## config.mk

```make
export PLATFORM = sky130hd
export DESIGN_NAME = csync_gen
export DESIGN_NICKNAME = d
export VERILOG_FILES = /design/src/rtl/csync_pkg.sv /design/src/rtl/csync_div.sv /design/src/rtl/csync_seq.sv /design/src/rtl/csync_shape.sv /design/src/rtl/csync_gen.sv
export SDC_FILE = /design/constraint.sdc
export NUM_CORES = 1
export LEC_CHECK = 0
export BUFFER_PORTS_ARGS = -buffer_cell sky130_fd_sc_hd__buf_2
export CORE_MARGIN = 3
export CORE_UTILIZATION = 55
export CTS_CLUSTER_SIZE = 10
export DETAILED_ROUTE_END_ITERATION = 10
export PLACE_DENSITY = 0.76
export SLEW_MARGIN = 20
export SYNTH_ARGS = -nofsm -noshare
export SYNTH_HDL_FRONTEND = slang
export SYNTH_SLANG_ARGS = --single-unit
export TNS_END_PERCENT = 10
```

## constraint.sdc

```tcl
create_clock -name clk_i -period 4.2 [get_ports clk_i]
set_clock_uncertainty 0.15 [all_clocks]
set_input_delay 0.84 -clock clk_i [delete_from_list [all_inputs] [get_ports clk_i]]
set_output_delay 0.84 -clock clk_i [all_outputs]
set_load 0.02 [all_outputs]
```

## src/rtl/csync_pkg.sv

```systemverilog
package csync_pkg;
  typedef enum logic [2:0] {
    PT_NONE,
    PT_HSYNC,
    PT_EQ,
    PT_BROAD,
    PT_VLOW
  } pulse_e;
endpackage

```

## src/rtl/csync_div.sv

```systemverilog
module csync_div #(
  parameter int DIV_BITS = 7
) (
  input  logic                clk_i,
  input  logic                rst_ni,
  output logic [DIV_BITS-1:0] cnt_o,
  output logic                tick_o
);
  logic [DIV_BITS-1:0] cnt_q;

  always_ff @(posedge clk_i or negedge rst_ni) begin
    if (!rst_ni) cnt_q <= '0;
    else         cnt_q <= cnt_q + 1'b1;
  end

  assign cnt_o  = cnt_q;
  assign tick_o = &cnt_q;  // carry out

  AST_TICK_WRAP: assert property (@(posedge clk_i) disable iff (!rst_ni)
    tick_o |=> (cnt_o == '0));
endmodule

```

## src/rtl/csync_seq.sv

```systemverilog
module csync_seq
  import csync_pkg::*;
#(
  parameter int FRAME_HL   = 1250,
  parameter int PROG_LINES = 312,
  parameter int EQ_HL      = 5,
  parameter int BROAD_HL   = 5,
  parameter int PROG_VS_LN = 3,
  parameter int VBL_HL     = 50,
  parameter int HL_W       = $clog2(FRAME_HL)
) (
  input  logic            clk_i,
  input  logic            rst_ni,
  input  logic            tick_i,
  input  logic            prog_i,
  output logic [HL_W-1:0] hl_o,
  output logic            field_o,
  output logic            vblank_o,
  output pulse_e          ptype_o
);
  localparam int FIELD_HL = FRAME_HL / 2;
  localparam int PROG_HL  = 2 * PROG_LINES;
  localparam int PVS_HL   = 2 * PROG_VS_LN;

  logic [HL_W-1:0] hl_q, hl_d, hl_last, fi;
  logic            field_q;

  assign hl_last = prog_i ? HL_W'(PROG_HL - 1) : HL_W'(FRAME_HL - 1);
  assign hl_d    = (hl_q >= hl_last) ? '0 : hl_q + 1'b1;

  always_ff @(posedge clk_i or negedge rst_ni) begin
    if (!rst_ni) begin
      hl_q    <= '0;
      field_q <= 1'b0;
    end else if (tick_i) begin
      hl_q    <= hl_d;
      field_q <= !prog_i && (hl_d >= HL_W'(FIELD_HL));
    end
  end

  assign fi = field_q ? hl_q - HL_W'(FIELD_HL) : hl_q;

  always_comb begin
    ptype_o = hl_q[0] ? PT_NONE : PT_HSYNC;
    if (prog_i) begin
      if (fi < HL_W'(PVS_HL)) ptype_o = hl_q[0] ? PT_BROAD : PT_VLOW;
    end else begin
      if (fi < HL_W'(EQ_HL))                        ptype_o = PT_EQ;
      else if (fi < HL_W'(EQ_HL + BROAD_HL))        ptype_o = PT_BROAD;
      else if (fi < HL_W'(2 * EQ_HL + BROAD_HL))    ptype_o = PT_EQ;
    end
  end

  assign vblank_o = fi < HL_W'(VBL_HL);
  assign hl_o     = hl_q;
  assign field_o  = field_q;

  AST_HL_STEP: assert property (@(posedge clk_i) disable iff (!rst_ni)
    tick_i |=> (hl_q == $past(hl_q) + 1'b1) || (hl_q == '0));
  AST_HL_HOLD: assert property (@(posedge clk_i) disable iff (!rst_ni)
    !tick_i |=> $stable(hl_q));
  AST_FIELD_RANGE: assert property (@(posedge clk_i) disable iff (!rst_ni)
    field_q |-> (hl_q >= HL_W'(FIELD_HL)));
endmodule

```

## src/rtl/csync_shape.sv

```systemverilog
module csync_shape
  import csync_pkg::*;
#(
  parameter int DIV_BITS = 7,
  parameter int HS_W     = 19,
  parameter int EQ_W     = 9,
  parameter int BROAD_W  = 109,
  parameter int HBL_W    = 48
) (
  input  logic                clk_i,
  input  logic                rst_ni,
  input  logic [DIV_BITS-1:0] cnt_i,
  input  pulse_e              ptype_i,
  input  logic                full_line_i,
  input  logic                vblank_i,
  output logic                sync_no,
  output logic                blank_o
);
  logic low_d, sync_q, blank_q;

  always_comb begin
    unique case (ptype_i)
      PT_HSYNC: low_d = cnt_i < DIV_BITS'(HS_W);
      PT_EQ:    low_d = cnt_i < DIV_BITS'(EQ_W);
      PT_BROAD: low_d = cnt_i < DIV_BITS'(BROAD_W);
      PT_VLOW:  low_d = 1'b1;
      default:  low_d = 1'b0;
    endcase
  end

  always_ff @(posedge clk_i or negedge rst_ni) begin
    if (!rst_ni) begin
      sync_q  <= 1'b1;
      blank_q <= 1'b1;
    end else begin
      sync_q  <= !low_d;
      blank_q <= vblank_i || (full_line_i && (cnt_i < DIV_BITS'(HBL_W)));
    end
  end

  assign sync_no = sync_q;
  assign blank_o = blank_q;

  AST_NONE_HIGH: assert property (@(posedge clk_i) disable iff (!rst_ni)
    (ptype_i == PT_NONE) |=> sync_q);
  AST_EQ_NARROW: assert property (@(posedge clk_i) disable iff (!rst_ni)
    (ptype_i == PT_EQ && cnt_i >= DIV_BITS'(EQ_W)) |=> sync_q);
  AST_VLOW_LOW: assert property (@(posedge clk_i) disable iff (!rst_ni)
    (ptype_i == PT_VLOW) |=> !sync_q);
endmodule

```

## src/rtl/csync_gen.sv

```systemverilog
module csync_gen
  import csync_pkg::*;
#(
  parameter int DIV_BITS   = 7,
  parameter int FRAME_HL   = 1250,
  parameter int PROG_LINES = 312,
  parameter int HL_W       = $clog2(FRAME_HL),
  parameter int LINE_W     = HL_W - 1
) (
  input  logic              clk_i,
  input  logic              rst_ni,
  input  logic              prog_i,
  output logic              csync_no,
  output logic              blank_o,
  output logic              field_o,
  output logic [HL_W-1:0]   hline_o,
  output logic [LINE_W-1:0] line_o
);
  logic [DIV_BITS-1:0] cnt;
  logic                tick, vblank;
  logic [HL_W-1:0]     hl;
  pulse_e              ptype;

  csync_div #(.DIV_BITS(DIV_BITS)) i_div (
    .clk_i(clk_i), .rst_ni(rst_ni), .cnt_o(cnt), .tick_o(tick)
  );

  csync_seq #(.FRAME_HL(FRAME_HL), .PROG_LINES(PROG_LINES), .HL_W(HL_W)) i_seq (
    .clk_i(clk_i), .rst_ni(rst_ni), .tick_i(tick), .prog_i(prog_i),
    .hl_o(hl), .field_o(field_o), .vblank_o(vblank), .ptype_o(ptype)
  );

  csync_shape #(.DIV_BITS(DIV_BITS)) i_shape (
    .clk_i(clk_i), .rst_ni(rst_ni), .cnt_i(cnt), .ptype_i(ptype),
    .full_line_i(!hl[0]), .vblank_i(vblank),
    .sync_no(csync_no), .blank_o(blank_o)
  );

  assign hline_o = hl;
  assign line_o  = hl[HL_W-1:1];
endmodule

```

; ---- Yosys cells after proc, flatten, opt, wreduce, memory -nomap -nowiden
; Index checks and enable logic that the tools add are counted.
[totals]
register_bits = 21
out_inout_bits = 24
[op_classes]
addsub = 3
magnitude_cmp = 11
n_eq_ne = 4
mux = 11
reduce_logical = 7
[op_table]
columns = operator, count
row1 = $mux W11, 3
row2 = $lt A11 B3 Y1 const B, 2
row3 = $lt A11 B4 Y1 const B, 2
row4 = $mux W3, 6
row5 = $add A11 B1 Y11 const B, 1
row6 = $ge A11 B10 Y1 const B, 1
row7 = $ge A11 B11 Y1, 1
row8 = $lt A11 B6 Y1 const B, 1
row9 = $sub A11 B10 Y11 const B, 1
row10 = $add A7 B1 Y7 const B, 1
row11 = $lt A7 B4 Y1 const B, 1
row12 = $lt A7 B5 Y1 const B, 1
row13 = $lt A7 B6 Y1 const B, 1
row14 = $lt A7 B7 Y1 const B, 1
row15 = $reduce_and A7 Y1, 1
row16 = $eq A3 B2 Y1 const B, 2
row17 = $pmux W1 S4, 1
row18 = $eq A3 B1 Y1 const B, 1
row19 = $eq A3 B3 Y1 const B, 1
row20 = $logic_not A1 Y1, 3
row21 = $logic_and A1 B1 Y1, 2
row22 = $logic_or A1 B1 Y1, 1
row23 = $mux W1, 1

; ---- Depth between registers and ports, before layout
; Gate-level depths: netlist of the first run.
[logic_depth]
ltp_word = 10
mapped_depth = 14
ltp_nobuf = 13

; ---- Modules after synthesis
; From an unflattened synthesis of the first run, not the netlist that was laid out.
[hier_totals]
cells_unflattened = 230
area_unflattened_um2 = 1953.1
[modules_own_cells]
columns = mod, instances, cells_each, area_per_inst_um2
row1 = csync_seq, 1, 176, 1422.6
row2 = csync_div, 1, 22, 284.0
row3 = csync_shape, 1, 21, 167.7
row4 = csync_gen, 1, 11, 78.8

; ---- Worst setup path before layout of the first run
; No wires, ideal clock.
[synth_timing]
path_kind = reg2reg
from = register i_seq.hl_q[0], in the netlist i_seq.hl_o[0]
to = register i_shape.sync_q, in the netlist i_shape.sync_no
setup_time_ns = 0.082
t_arrival_ns = 3.063
required_time_ns = 3.968
path_slack_ns = 0.905
path_stages_with_launch = 14
path_buffers = 1
path_cell_list = dfrtp_1 buf_2 inv_1 ha_1 nor3b_1 o311ai_2 xnor2_2 nor2_8 and3_1 ha_1 a211o_1 nor3_1 a32oi_1 mux2_4
[synth_via]
elab_chain_cells = 10
[synth_rtl]
columns = element, line
row1 = from (decl), csync_seq.sv:25  ; logic [HL_W-1:0] hl_q, hl_d, hl_last, fi;
row2 = from (signal assigned), csync_seq.sv:36  ; hl_q <= hl_d;
row3 = $sub A11 B10 Y11, csync_seq.sv:41  ; assign fi = field_q ? hl_q - HL_W'(FIELD_HL) : hl_q;
row4 = $mux W11, csync_seq.sv:41
row5 = $lt A11 B4 Y1, csync_seq.sv:50  ; else if (fi < HL_W'(2 * EQ_HL + BROAD_HL)) ptype_o = PT_EQ;
row6 = $mux W3, csync_seq.sv:50
row7 = $mux W3, csync_seq.sv:49  ; else if (fi < HL_W'(EQ_HL + BROAD_HL)) ptype_o = PT_BROAD;
row8 = $mux W3, csync_seq.sv:48  ; if (fi < HL_W'(EQ_HL)) ptype_o = PT_EQ;
row9 = $mux W3 *, csync_seq.sv:45  ; if (prog_i) begin
row10 = "$eq A3 B3 Y1, or another cell as far along", csync_shape.sv:22  ; unique case (ptype_i)
row11 = $pmux W1 S4 *, csync_shape.sv:22
row12 = $logic_not A1 Y1 *, csync_shape.sv:36  ; sync_q <= !low_d;
row13 = to (signal assigned), csync_shape.sv:36
row14 = to (decl), csync_shape.sv:19  ; logic low_d, sync_q, blank_q;
; Mark *: on every way between the ends. The rest lies on a longest branch, timed or not.
; A chain may end at the register's enable or synchronous reset.

; ---- Worst setup path in the final report of the first run
; Same ends and word-level chain as after synthesis.

==> summary.txt, run 1 <==
area of the mapped netlist -> 1860 sq um
Yosys cell types -> 59
# setup viols final -> 0
Net Sw Frac -> 22.8%
post-cts sizing count -> 0
fraction of layout cells with a size suffix above 1 -> 19.9%
largest net degree at the start of global routing -> 22
CP bufs+invs -> 1
commonest non-fill, non-tap cell in the layout -> buf_2
Diodes inserted -> 0
sequential fraction of the synthesis area -> 28.3%
Fin. Hold Viols -> 0
final wirelength -> 4.53 mm
Most common cell on crit path -> ha_1
largest fanout on the critical path -> 14
syn_nets -> 226
drt drc -> 0
Detail Route Antenna Nets -> 0
relative slew slack -> 58.0%
CTS HTree Levels -> 1
first-pass GRT wire length -> 7.79 mm
core area -> 3150 sq um
Total Power -> 0.314 mW
reg2reg end -> i_shape.sync_no
setup_tns -> 0 ns
Fmax -> 272 MHz
Setup crit end kind -> flop
FF-to-FF Start -> i_seq.hl_o[0]
Reg clk slew, reported paths -> 0.13 ns
# nets final -> 236
vias post-DR -> 1689
Post-synth EDFFs -> 0
Reg2Reg Depth -> 12
IO Port Bufs -> 26
min-delay worst type -> in2async
CP cell instances -> inv_1, ha_1, nor3b_1, nor4_1, a21oi_1, nand2_1, and3_1, ha_1, a211o_1, nor3_1, a32oi_1, mux2_4
RSZ-0062 raised after global routing -> no
ratio of final minimum period to clock period -> 87.7%
logic gate share of total power -> 3.9%
Power per Cell Area -> 162 nW/um^2
post-synthesis register bit count -> 21
# IOs -> 27
antenna violations before repair -> 0
Die Width -> 64.2 um
clk_lat worst skew -> 0.31 ns
Max VDD drop -> 0.000159 V
GR Util All Layers -> 23.7%
asr flop ratio synth -> 100%
initial core utilization -> 59.1%
Critical Path Start Type -> flop
Worst Path Arrival -> 3.77 ns
internal power -> 0.243 mW
fin. max-slew vios -> 0
minimum clock period after layout -> 3.68 ns
critical path class -> reg2reg
postcts setup bufs -> 0
Primary FF master, synth -> dfrtp_1
clock power share -> 31.8%
CTS tree -> done
fill cell total of the finished layout -> 307
clk root buf -> clkbuf_4
max_cap viols -> 0
Via density -> 6.37
clk sink count -> 21
grt total ovfl -> 0
row count -> 20
area grow syn2layout -> 4.09%
die area -> 4120 sq um
switching power -> 0.0716 mW
outcome -> complete, no violations
CP required -> 4.29 ns
Synthesis Warnings -> 0
delay-heaviest family, CP -> simple AND/OR/NAND/NOR gates
cts hold-fix bufs -> 0
Critical-path top delay cell -> dfrtp_1
Lkg Pwr -> 0.853 nW
HPWL Detailed -> 3.32 mm
die height -> 64.2 um
clock buffer depth -> 2
Worst R2R Setup Slack -> 0.52 ns
DRT Pass-1 Iters -> 4
cts bufs inserted -> 3
vias in the first global route -> 1629
max incr delay on CP -> 0.60 ns
post-synthesis average cell area -> 8.79 sq um
drt initial violations -> 180
routed length per instance -> 17.1 um
commonest non-fill, non-tap cells in the layout -> buf_2 (26), dfrtp_1 (19), nand2_1 (17)
Tightest Pin Transition -> 0.629 ns
Flop pwr share -> 64.4%
post-synthesis cell count -> 212
gpl congestion -> 0.920
[area by class of cell]
| type | instances | area (sq um) | area share [%] |
|---|---|---|---|
| flip-flops and latches | 21 | 528 | 27.2 |
| well taps | 44 | 55.1 | 2.84 |
| multi-input cells | 161 | 1170 | 60.2 |
| repair buffers | 26 | 130 | 6.71 |
| inverters | 9 | 33.8 | 1.74 |
| clock buffers | 4 | 26.3 | 1.35 |
[layer usage]
| layer | up-vias | track usage [%] | part of all wire (%) |
|---|---|---|---|
| li1 | 801 | - | - |
| met2 | 73 | 37.4 | 45 |
| met1 | 801 | 33.1 | 47 |
| met3 | 14 | 2.64 | 5.5 |
| met4 | 0 | 9.23 | 2.4 |
| met5 | - | 0 | 0 |
[flip-flops by register name, indices dropped and copies added, names as in the netlist]
name / count
i_shape.blank_o: 1
i_seq.field_o: 1
i_shape.sync_no: 1
i_seq.hl_o: 11
i_div.cnt_o: 7
[worst register-to-register path, stage by stage (launching register included)]
cell and delay, ns:
dfrtp_1 0.60, inv_1 0.25, ha_1 0.24, nor3b_1 0.54
nor4_1 0.12, a21oi_1 0.33, nand2_1 0.16, and3_1 0.21
ha_1 0.22, a211o_1 0.28, nor3_1 0.17, a32oi_1 0.08
mux2_4 0.26
[power groups by stage]
| stage | clock network, mW | registers [mW] | logic (mW) |
|---|---|---|---|
| after floorplan | 0 | 0.206 | 0.00589 |
| after global placement | 0 | 0.206 | 0.0116 |
| after detailed placement | 0 | 0.206 | 0.0124 |
| after CTS | 0.100 | 0.202 | 0.0123 |
| after global routing | 0.110 | 0.202 | 0.0142 |
| final | 0.0998 | 0.202 | 0.0122 |
[logic make-up after synthesis]
group           count (synthesis)  share of synthesized area (%)
simple gates                   71                           21.5
compound gates                 64                           25.7
buf+inv                        30                           9.06
flops                          21                           28.3
xor+xnor                       12                           6.04
fa+ha+maj                      11                           7.38
mux                             3                           1.95
[worst max path at each step]
stage,startpoint,endpoint,depth (start not counted)
4_1_cts,i_seq.hl_o[0],i_shape.sync_no,12
3_5_place_dp,i_seq.hl_o[0],i_shape.sync_no,12
6_report,i_seq.hl_o[0],i_shape.sync_no,12
5_1_grt,i_seq.hl_o[0],i_shape.sync_no,12
2_1_floorplan,i_seq.hl_o[0],i_shape.sync_no,13
3_3_place_gp,i_seq.hl_o[0],i_shape.sync_no,12
[stage by stage]
| stage | setup slack (ns) | cells | cell area, sq um | utilization (%) | hold slack [ns] |
|---|---|---|---|---|---|
| finish | 0.519 | 265 | 1940 | 61.5 | 0.311 |
| global placement | 0.611 | 261 | 1910 | 60.7 | 0.369 |
| floorplan | 0.905 | 212 | 1860 | - | 0.337 |
| CTS | 0.554 | 265 | 1940 | 61.5 | 0.338 |
| global route | 0.128 | 265 | 1940 | 61.5 | 0.344 |
| detailed placement | 0.574 | 261 | 1910 | 60.7 | 0.374 |
[synth_stat cells (all sizes together) (2+ instances only)]
master | number | area [sq um]
a21oi | 12 | 71.3
clkbuf | 4 | 18.8
nor2b | 2 | 12.5
o2bb2ai | 2 | 17.5
a211oi | 2 | 15.0
nor3 | 7 | 35.0
a21o | 5 | 37.5
and3 | 3 | 18.8
nor4 | 5 | 46.3
a32oi | 2 | 17.5
nor2 | 13 | 65.1
nand4 | 2 | 12.5
dfrtp | 19 | 475
dfstp | 2 | 52.6
ha | 11 | 138
a31o | 2 | 17.5
nand3b | 2 | 15.0
buf | 17 | 116
or3 | 2 | 12.5
nor4b | 2 | 23.8
mux2 | 2 | 26.3
o211a | 2 | 20.0
nand2 | 17 | 63.8
inv | 9 | 33.8
a211o | 2 | 17.5
o21ai | 11 | 55.1
a31oi | 3 | 18.8
a22o | 6 | 52.6
a41oi | 2 | 17.5
xor2 | 5 | 43.8
o22ai | 2 | 12.5
xnor2 | 7 | 68.8
nand3 | 12 | 65.1
(Power assumes the default switching activity.)
==> run 2, diff against run 1 <==
--- a/config.mk
+++ b/config.mk
@@ -14,5 +14,6 @@
 export SLEW_MARGIN = 20
 export SYNTH_ARGS = -nofsm -noshare
 export SYNTH_HDL_FRONTEND = slang
+export SYNTH_HIERARCHICAL = 1
 export SYNTH_SLANG_ARGS = --single-unit
 export TNS_END_PERCENT = 10
==> run 2 against run 1 <==
Via count increased by 0.71%. Largest cell class unchanged. Largest power group unchanged. Setup slack worse by 0.099 ns. Combinational power increased by 25%. Register-to-register slack lost 0.099 ns. Sequential share of layout area down 1.1 points. Sequential power about the same.
==> summary.txt, run 2 <==
die area -> 4300 sq um (+4.3%)
fill cell total of the finished layout -> 310 (+0.98%)
Tightest Pin Transition -> 0.800 ns (+0.170 ns)
clk sink count -> 21 (unchanged)
post-synthesis cell count -> 230 (+8.5%)
routed length per instance -> 15.2 um (-11%)
Post-synth EDFFs -> 0 (unchanged)
Max VDD drop -> 0.000102 V (-36%)
clk_lat worst skew -> 0.31 ns (about the same)
reg2reg end -> i_shape/sync_no
WHS -> 0.327 ns (+0.0151 ns)
DRT Pass-1 Iters -> 4 (unchanged)
Fmax -> 265 MHz (-2.6%)
Post-Synth Simple-Gate Area -> 28.6% (+7.1 points)
syn_nets -> 244 (+8.0%)
area grow syn2layout -> 3.46%
largest net degree at the start of global routing -> 22 (unchanged)
min-delay worst type -> in2async
initial core utilization -> 57.6% (-1.5 points)
asr flop ratio synth -> 100% (unchanged)
fin. max-slew vios -> 0 (unchanged)
adder-cell share of the synthesized area -> 7.05% (-0.34 points)
CTS tree -> done
largest family of logic cells by synthesized area -> simple AND/OR/NAND/NOR gates
sequential fraction of the synthesis area -> 27.0% (-1.3 points)
clock buffer depth -> 2 (unchanged)
outcome -> complete, no violations
post-synthesis average cell area -> 8.49 sq um (-3.4%)
fraction of synthesized area in multiplexers -> 0.577% (-1.4 points)
post-synth top area share -> 24.3% (-1.2 points)
most frequent cell after synthesis -> dfrtp_1
most frequent cells after synthesis -> dfrtp_1 (19), nor2_1 (17), nand2_1 (16)
Power per Cell Area -> 157 nW/um^2 (-2.9%)
Worst Path Arrival -> 3.86 ns (+0.09 ns)
ratio of final minimum period to clock period -> 90.0% (+2.4 points)
CP cell instances -> inv_1, ha_1, nor3b_1, o2111ai_1, a21oi_1, o221ai_2, nor4b_1, ha_1, nor2_1, a311oi_1, nor4b_2, o21ai_1, a21oi_1, a31oi_1
core area -> 3390 sq um (+7.5%)
vias in the first global route -> 1558 (-4.4%)
Setup crit end kind -> flop
commonest non-fill, non-tap cell in the layout -> buf_2
FF-to-FF Start -> i_seq/hl_o[0]
minimum clock period after layout -> 3.78 ns (+0.0991 ns)
final wirelength -> 4.32 mm (-4.5%)
max reg flops -> 11 (unchanged)
relative slew slack -> 46.5% (-12 points)
CP required -> 4.28 ns (about the same)
Reg2Reg Depth -> 14 (+2)
CTS HTree Levels -> 1 (unchanged)
fraction of layout cells with a size suffix above 1 -> 21.8% (+1.9 points)
vias post-DR -> 1701 (+0.71%)
compound-cell area share of the yosys netlist -> 21.4% (-4.3 points)
Synthesis Warnings -> 6 (+6)
Diodes inserted -> 0 (unchanged)
post-synthesis register bit count -> 21 (unchanged)
xor/xnor cell area share of the yosys netlist -> 4.48% (-1.6 points)
antenna violations before repair -> 0 (unchanged)
critical path class -> reg2reg
area of the mapped netlist -> 1950 sq um (+4.8%)
max_cap viols -> 0 (unchanged)
# setup viols final -> 0 (unchanged)
# IOs -> 27 (unchanged)
Fin. Hold Viols -> 0 (unchanged)
drt drc -> 0 (unchanged)
Final Util -> 59.6% (-1.9 points)
gpl congestion -> 0.891 (-3.1%)
# nets final -> 253 (+7.2%)
RSZ-0062 raised after global routing -> no
cell taking the most area after synthesis -> dfrtp_1
Reg clk slew, reported paths -> 0.12 ns (about the same)
IO Port Bufs -> 26 (unchanged)
HPWL Detailed -> 3.07 mm (-7.4%)
cts hold-fix bufs -> 0 (unchanged)
clk root buf -> clkbuf_4
area occupied by multi-input gates -> 1210 sq um (+4.0%)
Detail Route Antenna Nets -> 0 (unchanged)
Die Width -> 65.6 um (+2.1%)
commonest non-fill, non-tap cells in the layout -> buf_2 (26), dfrtp_1 (19), nor2_1 (17)
setup_tns -> 0 ns (unchanged)
sequential cell area -> 528 sq um (unchanged)
Lkg Pwr -> 0.872 nW (+2.3%)
Yosys cell types -> 64 (+8.5%)
row count -> 21 (+5.0%)
grt total ovfl -> 0 (unchanged)
post-cts sizing count -> 0 (unchanged)
postcts setup bufs -> 0 (unchanged)
Critical-path top delay cell -> a311oi_1
Via density -> 5.99 (-6.0%)
first-pass GRT wire length -> 7.50 mm (-3.7%)
Primary FF master, synth -> dfrtp_1
largest fanout on the critical path -> 7 (-7)
Critical Path Start Type -> flop
cts bufs inserted -> 3 (unchanged)
Worst R2R Setup Slack -> 0.42 ns (-0.10 ns)
drt initial violations -> 144 (-20%)
max incr delay on CP -> 0.48 ns (-0.12 ns)
GR Util All Layers -> 22.2% (-1.5 points)
die height -> 65.6 um (+2.1%)
synth top area cells -> dfrtp_1 (24%), ha_1 (7.0%), buf_4 (4.2%)
## run 2: cell types whose count changed in the layout (fill, tap and decap cells not counted), moves of 3 or more
cell,before,now
nor2_1,12,17
a21o_1,5,2
buf_4,0,3
nor3b_1,1,4
o21ai_0,11,6
nor3_1,7,10
o21ai_1,0,6
nand3_1,11,7
## run 2: where the power goes
group / switching, mW / internal (mW)
Sequential: 0 / 0.202
Clock: 0.0647 / 0.0355
Combinational: 0.0113 / 0.00397
## run 2: kinds of logic after synthesis
family	Yosys count
xor+xnor	10
fa+ha+maj	11
compound gates	59
buf+inv	36
flops	21
mux	1
simple gates	92
## run 2: cell type report
| cell class | instances | share of cell area (%) |
|---|---|---|
| multi-input combinational | 173 | 60.1 |
| sequential | 21 | 26.1 |
| timing repair buffer | 29 | 7.55 |
| tap | 46 | 2.85 |
| inverter | 11 | 2.04 |
| clock buffer | 3 | 1.11 |
| clock inverter | 1 | 0.248 |
## run 2: worst max path at each step
stage | startpoint | to | slack (ns) | cells after the start
after CTS | i_seq/hl_o[0] | i_shape/sync_no | 0.46 | 14
after global routing | i_seq/hl_o[0] | i_shape/sync_no | 0.08 | 14
after global placement | i_seq/hl_o[0] | i_shape/sync_no | 0.68 | 14
after floorplan | i_seq/hl_o[0] | i_shape/sync_no | 0.65 | 14
final | i_seq/hl_o[0] | i_shape/sync_no | 0.42 | 14
after detailed placement | i_seq/hl_o[0] | i_shape/sync_no | 0.49 | 14
## run 2: stage by stage
stage	worst slack, ns	total power, mW	cell area [sq um]	cells
after global routing	0.0827	0.334	2020	284
after CTS	0.462	0.326	2020	284
after detailed placement	0.490	0.222	1990	280
after floorplan	0.646	0.215	1950	230
after global placement	0.676	0.221	1990	280
final	0.420	0.318	2020	284
## run 2: worst max-delay path: cells and delay by family, from the launching register on
family	cells	cell delay, ns
and+or+nand+nor	4	1.16
DFF	1	0.40
adders and majority gates	2	0.51
buffers and inverters	1	0.17
AOI/OAI and AO/OA	7	1.29
## run 2: metal layers
| layer | GRT usage [%] | part of all wire (%) | wire length [um] |
|---|---|---|---|
| met1 | 30.8 | 48 | 2060 |
| met2 | 35.4 | 47 | 2030 |
| met3 | 3.76 | 4.3 | 185 |
| met4 | 5.96 | 1.1 | 47 |
| met5 | 0 | 0 | 0 |
==> run 3, diff against run 2 <==
--- a/config.mk
+++ b/config.mk
@@ -5,12 +5,14 @@
 export SDC_FILE = /design/constraint.sdc
 export NUM_CORES = 1
 export LEC_CHECK = 0
+export ABC_AREA = 1
 export BUFFER_PORTS_ARGS = -buffer_cell sky130_fd_sc_hd__buf_2
 export CORE_MARGIN = 3
-export CORE_UTILIZATION = 55
+export CORE_UTILIZATION = 58
 export CTS_CLUSTER_SIZE = 10
 export DETAILED_ROUTE_END_ITERATION = 10
-export PLACE_DENSITY = 0.76
+export PLACE_DENSITY = 0.79
+export SKIP_CTS_REPAIR_TIMING = 1
 export SLEW_MARGIN = 20
 export SYNTH_ARGS = -nofsm -noshare
 export SYNTH_HDL_FRONTEND = slang
==> run 3 against run 2 <==
Via count up 16%. Cell area is 2.4% higher. Routed wire length increased by 1.7%. Largest cell class unchanged. Clock-buffer cell count did not move. Largest power group unchanged.
==> summary.txt, run 3 <==
# setup viols final -> 0 (unchanged)
Finished Cell Area -> 2070 sq um (+2.4%)
ratio of final minimum period to clock period -> 65.1% (-25 points)
fin. max-slew vios -> 0 (unchanged)
Critical Path Start Type -> flop
Detail Route Antenna Nets -> 0 (unchanged)
switching power -> 0.0801 mW (+5.5%)
Most common cell on crit path -> nand2_1
setup_tns -> 0 ns (unchanged)
Synthesis Warnings -> 6 (unchanged)
GR Util All Layers -> 22.6% (+0.46 points)
outcome -> complete, no violations
Placed Area -> 2040 sq um (+2.4%)
syn_nets -> 322 (+32%)
die area -> 4090 sq um (-4.8%)
fill cell total of the finished layout -> 280 (-9.7%)
Total Power -> 0.324 mW (+1.8%)
Fin. Hold Viols -> 0 (unchanged)
max incr delay on CP -> 0.54 ns (+0.06 ns)
drt initial violations -> 131 (-9.0%)
routed length per instance -> 11.9 um (-22%)
max_cap viols -> 0 (unchanged)
asr flop ratio synth -> 100% (unchanged)
antenna violations before repair -> 0 (unchanged)
cell taking the most area after synthesis -> dfrtp_1
clk root buf -> clkbuf_4
drt drc -> 0 (unchanged)
Reg clk slew, reported paths -> 0.12 ns (about the same)
die height -> 64.0 um (-2.4%)
CTS tree -> done
min-delay worst type -> in2async
IO Port Bufs -> 26 (unchanged)
# IOs -> 27 (unchanged)
commonest non-fill, non-tap cell in the layout -> nand2_1
final wirelength -> 4.40 mm (+1.7%)
synth top area cells -> dfrtp_1 (24%), nand2_1 (18%), nand3_1 (8.7%)
Post-synth EDFFs -> 0 (unchanged)
CP cell instances -> inv_2, ha_1, nand2_1, nand2_1, nand2_1, nand3_1, nor2_1, nand4_1, inv_1, ha_1, nand2_1, nand2_1, nor2_1, nand2_1, nor2_1, nand2_1, nand2_1, nor2_2
# nets final -> 340 (+34%)
largest net degree at the start of global routing -> 22 (unchanged)
xor/xnor cell area share of the yosys netlist -> 2.69% (-1.8 points)
commonest non-fill, non-tap cells in the layout -> nand2_1 (94), inv_1 (35), nor2_1 (35)
Diodes inserted -> 0 (unchanged)
relative slew slack -> 67.7% (+21 points)
fraction of synthesized area in multiplexers -> 0% (-0.58 points)
vias in the first global route -> 1616 (+3.7%)
most frequent cells after synthesis -> nand2_1 (94), inv_1 (35), nor2_1 (35)
post-synth top area share -> 24.4% (+0.031 points)
first-pass GRT wire length -> 7.42 mm (-1.0%)
Final Util -> 66.1% (+6.5 points)
Critical-path top delay cell -> dfrtp_1
post-synthesis register bit count -> 21 (unchanged)
Power per Cell Area -> 156 nW/um^2 (-0.49%)
initial core utilization -> 62.4% (+4.7 points)
Net Sw Frac -> 24.8% (+0.85 points)
area of the mapped netlist -> 1950 sq um (-0.13%)
largest family of logic cells by synthesized area -> simple AND/OR/NAND/NOR gates
core area -> 3130 sq um (-7.7%)
compound-cell area share of the yosys netlist -> 6.67% (-15 points)
Setup crit end kind -> flop
clock buffer depth -> 2 (unchanged)
largest fanout on the critical path -> 9 (+2)
vias post-DR -> 1971 (+16%)
Worst Path Arrival -> 2.85 ns (-1.01 ns)
max reg flops -> 11 (unchanged)
gpl congestion -> 0.904 (+1.5%)
CP required -> 4.31 ns (+0.03 ns)
adder-cell share of the synthesized area -> 7.06% (+0.0090 points)
cts bufs inserted -> 3 (unchanged)
Primary FF master, synth -> dfrtp_1
post-synthesis cell count -> 308 (+34%)
clk sink count -> 21 (unchanged)
logic gate share of total power -> 6.1% (+1.3 points)
Lkg Pwr -> 1.20 nW (+37%)
clock power share -> 31.4% (about the same)
Max VDD drop -> 0.000115 V (+12%)
minimum clock period after layout -> 2.73 ns (-1.05 ns)
Fmax -> 366 MHz (+38%)
Tightest Pin Transition -> 0.484 ns (-0.315 ns)
HPWL Detailed -> 3.37 mm (+9.8%)
DRT Pass-1 Iters -> 7 (+3)
post-synthesis average cell area -> 6.33 sq um (-25%)
most frequent cell after synthesis -> nand2_1
CTS HTree Levels -> 1 (unchanged)
fraction of layout cells with a size suffix above 1 -> 16.3% (-5.5 points)
sequential fraction of the synthesis area -> 27.1% (+0.035 points)
Flop pwr share -> 62.5% (-1.2 points)
area grow syn2layout -> 6.03%
RSZ-0062 raised after global routing -> no
clk_lat worst skew -> 0.31 ns (about the same)
Via density -> 5.34 (-11%)
internal power -> 0.243 mW (+0.71%)
Yosys cell types -> 28 (-56%)
Post-Synth Simple-Gate Area -> 43.7% (+15 points)
critical path class -> reg2reg
grt total ovfl -> 0 (unchanged)
Die Width -> 64.0 um (-2.4%)
row count -> 20 (-4.8%)
[run 3: cell types whose count changed in the layout (fill, tap and decap cells not counted), sizes merged, moves of 4 or more]
| cell | delta |
|---|---|
| a21oi | -8 |
| inv | +27 |
| xnor2 | -4 |
| nand2 | +84 |
| a22o | -8 |
| nor3 | -8 |
| nor4b | -4 |
| nor2 | +25 |
| nor4 | -4 |
| nand3 | +27 |
| nor3b | -4 |
[run 3: metrics by stage]
| stage | std cells | setup slack, ns | hold slack [ns] |
|---|---|---|---|
| floorplan | 308 | 1.64 | 0.349 |
| finish | 369 | 1.47 | 0.318 |
| global placement | 365 | 1.32 | 0.379 |
| CTS | 369 | 1.48 | 0.330 |
| global route | 369 | 1.12 | 0.322 |
| detailed placement | 365 | 1.32 | 0.405 |
[run 3: kinds of logic (layout without fill, tap and decap cells)]
family / Yosys count / in the layout
AND/OR/NAND/NOR: 193 / 193
buffers and inverters: 53 / 70
adder cells (fa/ha/maj): 11 / 11
flip-flops: 21 / 21
AO/OA/AOI/OAI: 24 / 24
XOR/XNOR: 6 / 6
[run 3: final timing paths]
kind                       slack (ns)  cells past startpoint              end            from
max                              1.47                     18  i_shape/sync_no   i_seq/hl_o[0]
min reg2reg                      0.42                      1   i_div/cnt_o[0]  i_div/cnt_o[0]
min in group clk_i               0.42                      1   i_div/cnt_o[0]  i_div/cnt_o[0]
max reg2reg                      1.47                     18  i_shape/sync_no   i_seq/hl_o[0]
max in group asynchronous        3.23                      1  i_shape/blank_o          rst_ni
min                              0.32                      1   i_div/cnt_o[4]          rst_ni
[run 3: per-layer routing]
layer / routed length (um) / part of all wire (%) / vias to the layer above / track usage (%)
met5: 0 / 0 / - / 0
met4: 55 / 1.3 / 0 / 6.20
met3: 298 / 6.8 / 8 / 2.11
met2: 1950 / 44 / 69 / 34.6
met1: 2100 / 48 / 893 / 33.8
li1: - / - / 1001 / -
[run 3: final cells by class]
cell class              instances  area (sq um)  share of cell area (%)
repair buffers                 27           138                    6.65
clock buffers                   3          22.5                    1.09
well taps                      44          55.1                    2.66
flip-flops and latches         21           528                    25.5
clock inverters                 1          5.00                   0.242
multi-input cells             234          1170                    56.7
inverters                      39           146                    7.08
[run 3: power by group through the flow]
stage	Combinational [mW]	Sequential, mW	Clock (mW)
after floorplan	0.0131	0.206	0
after detailed placement	0.0201	0.206	0
final	0.0196	0.202	0.102
after global placement	0.0201	0.206	0
after CTS	0.0203	0.202	0.106
after global routing	0.0230	0.202	0.116
[run 3: worst max-delay path, delay by kind of cell (launching register included)]
family,cells,cell delay (ns)
AND/OR/NAND/NOR,14,1.23
flip-flops,1,0.54
adder cells (fa/ha/maj),2,0.50
buffers and inverters,2,0.26
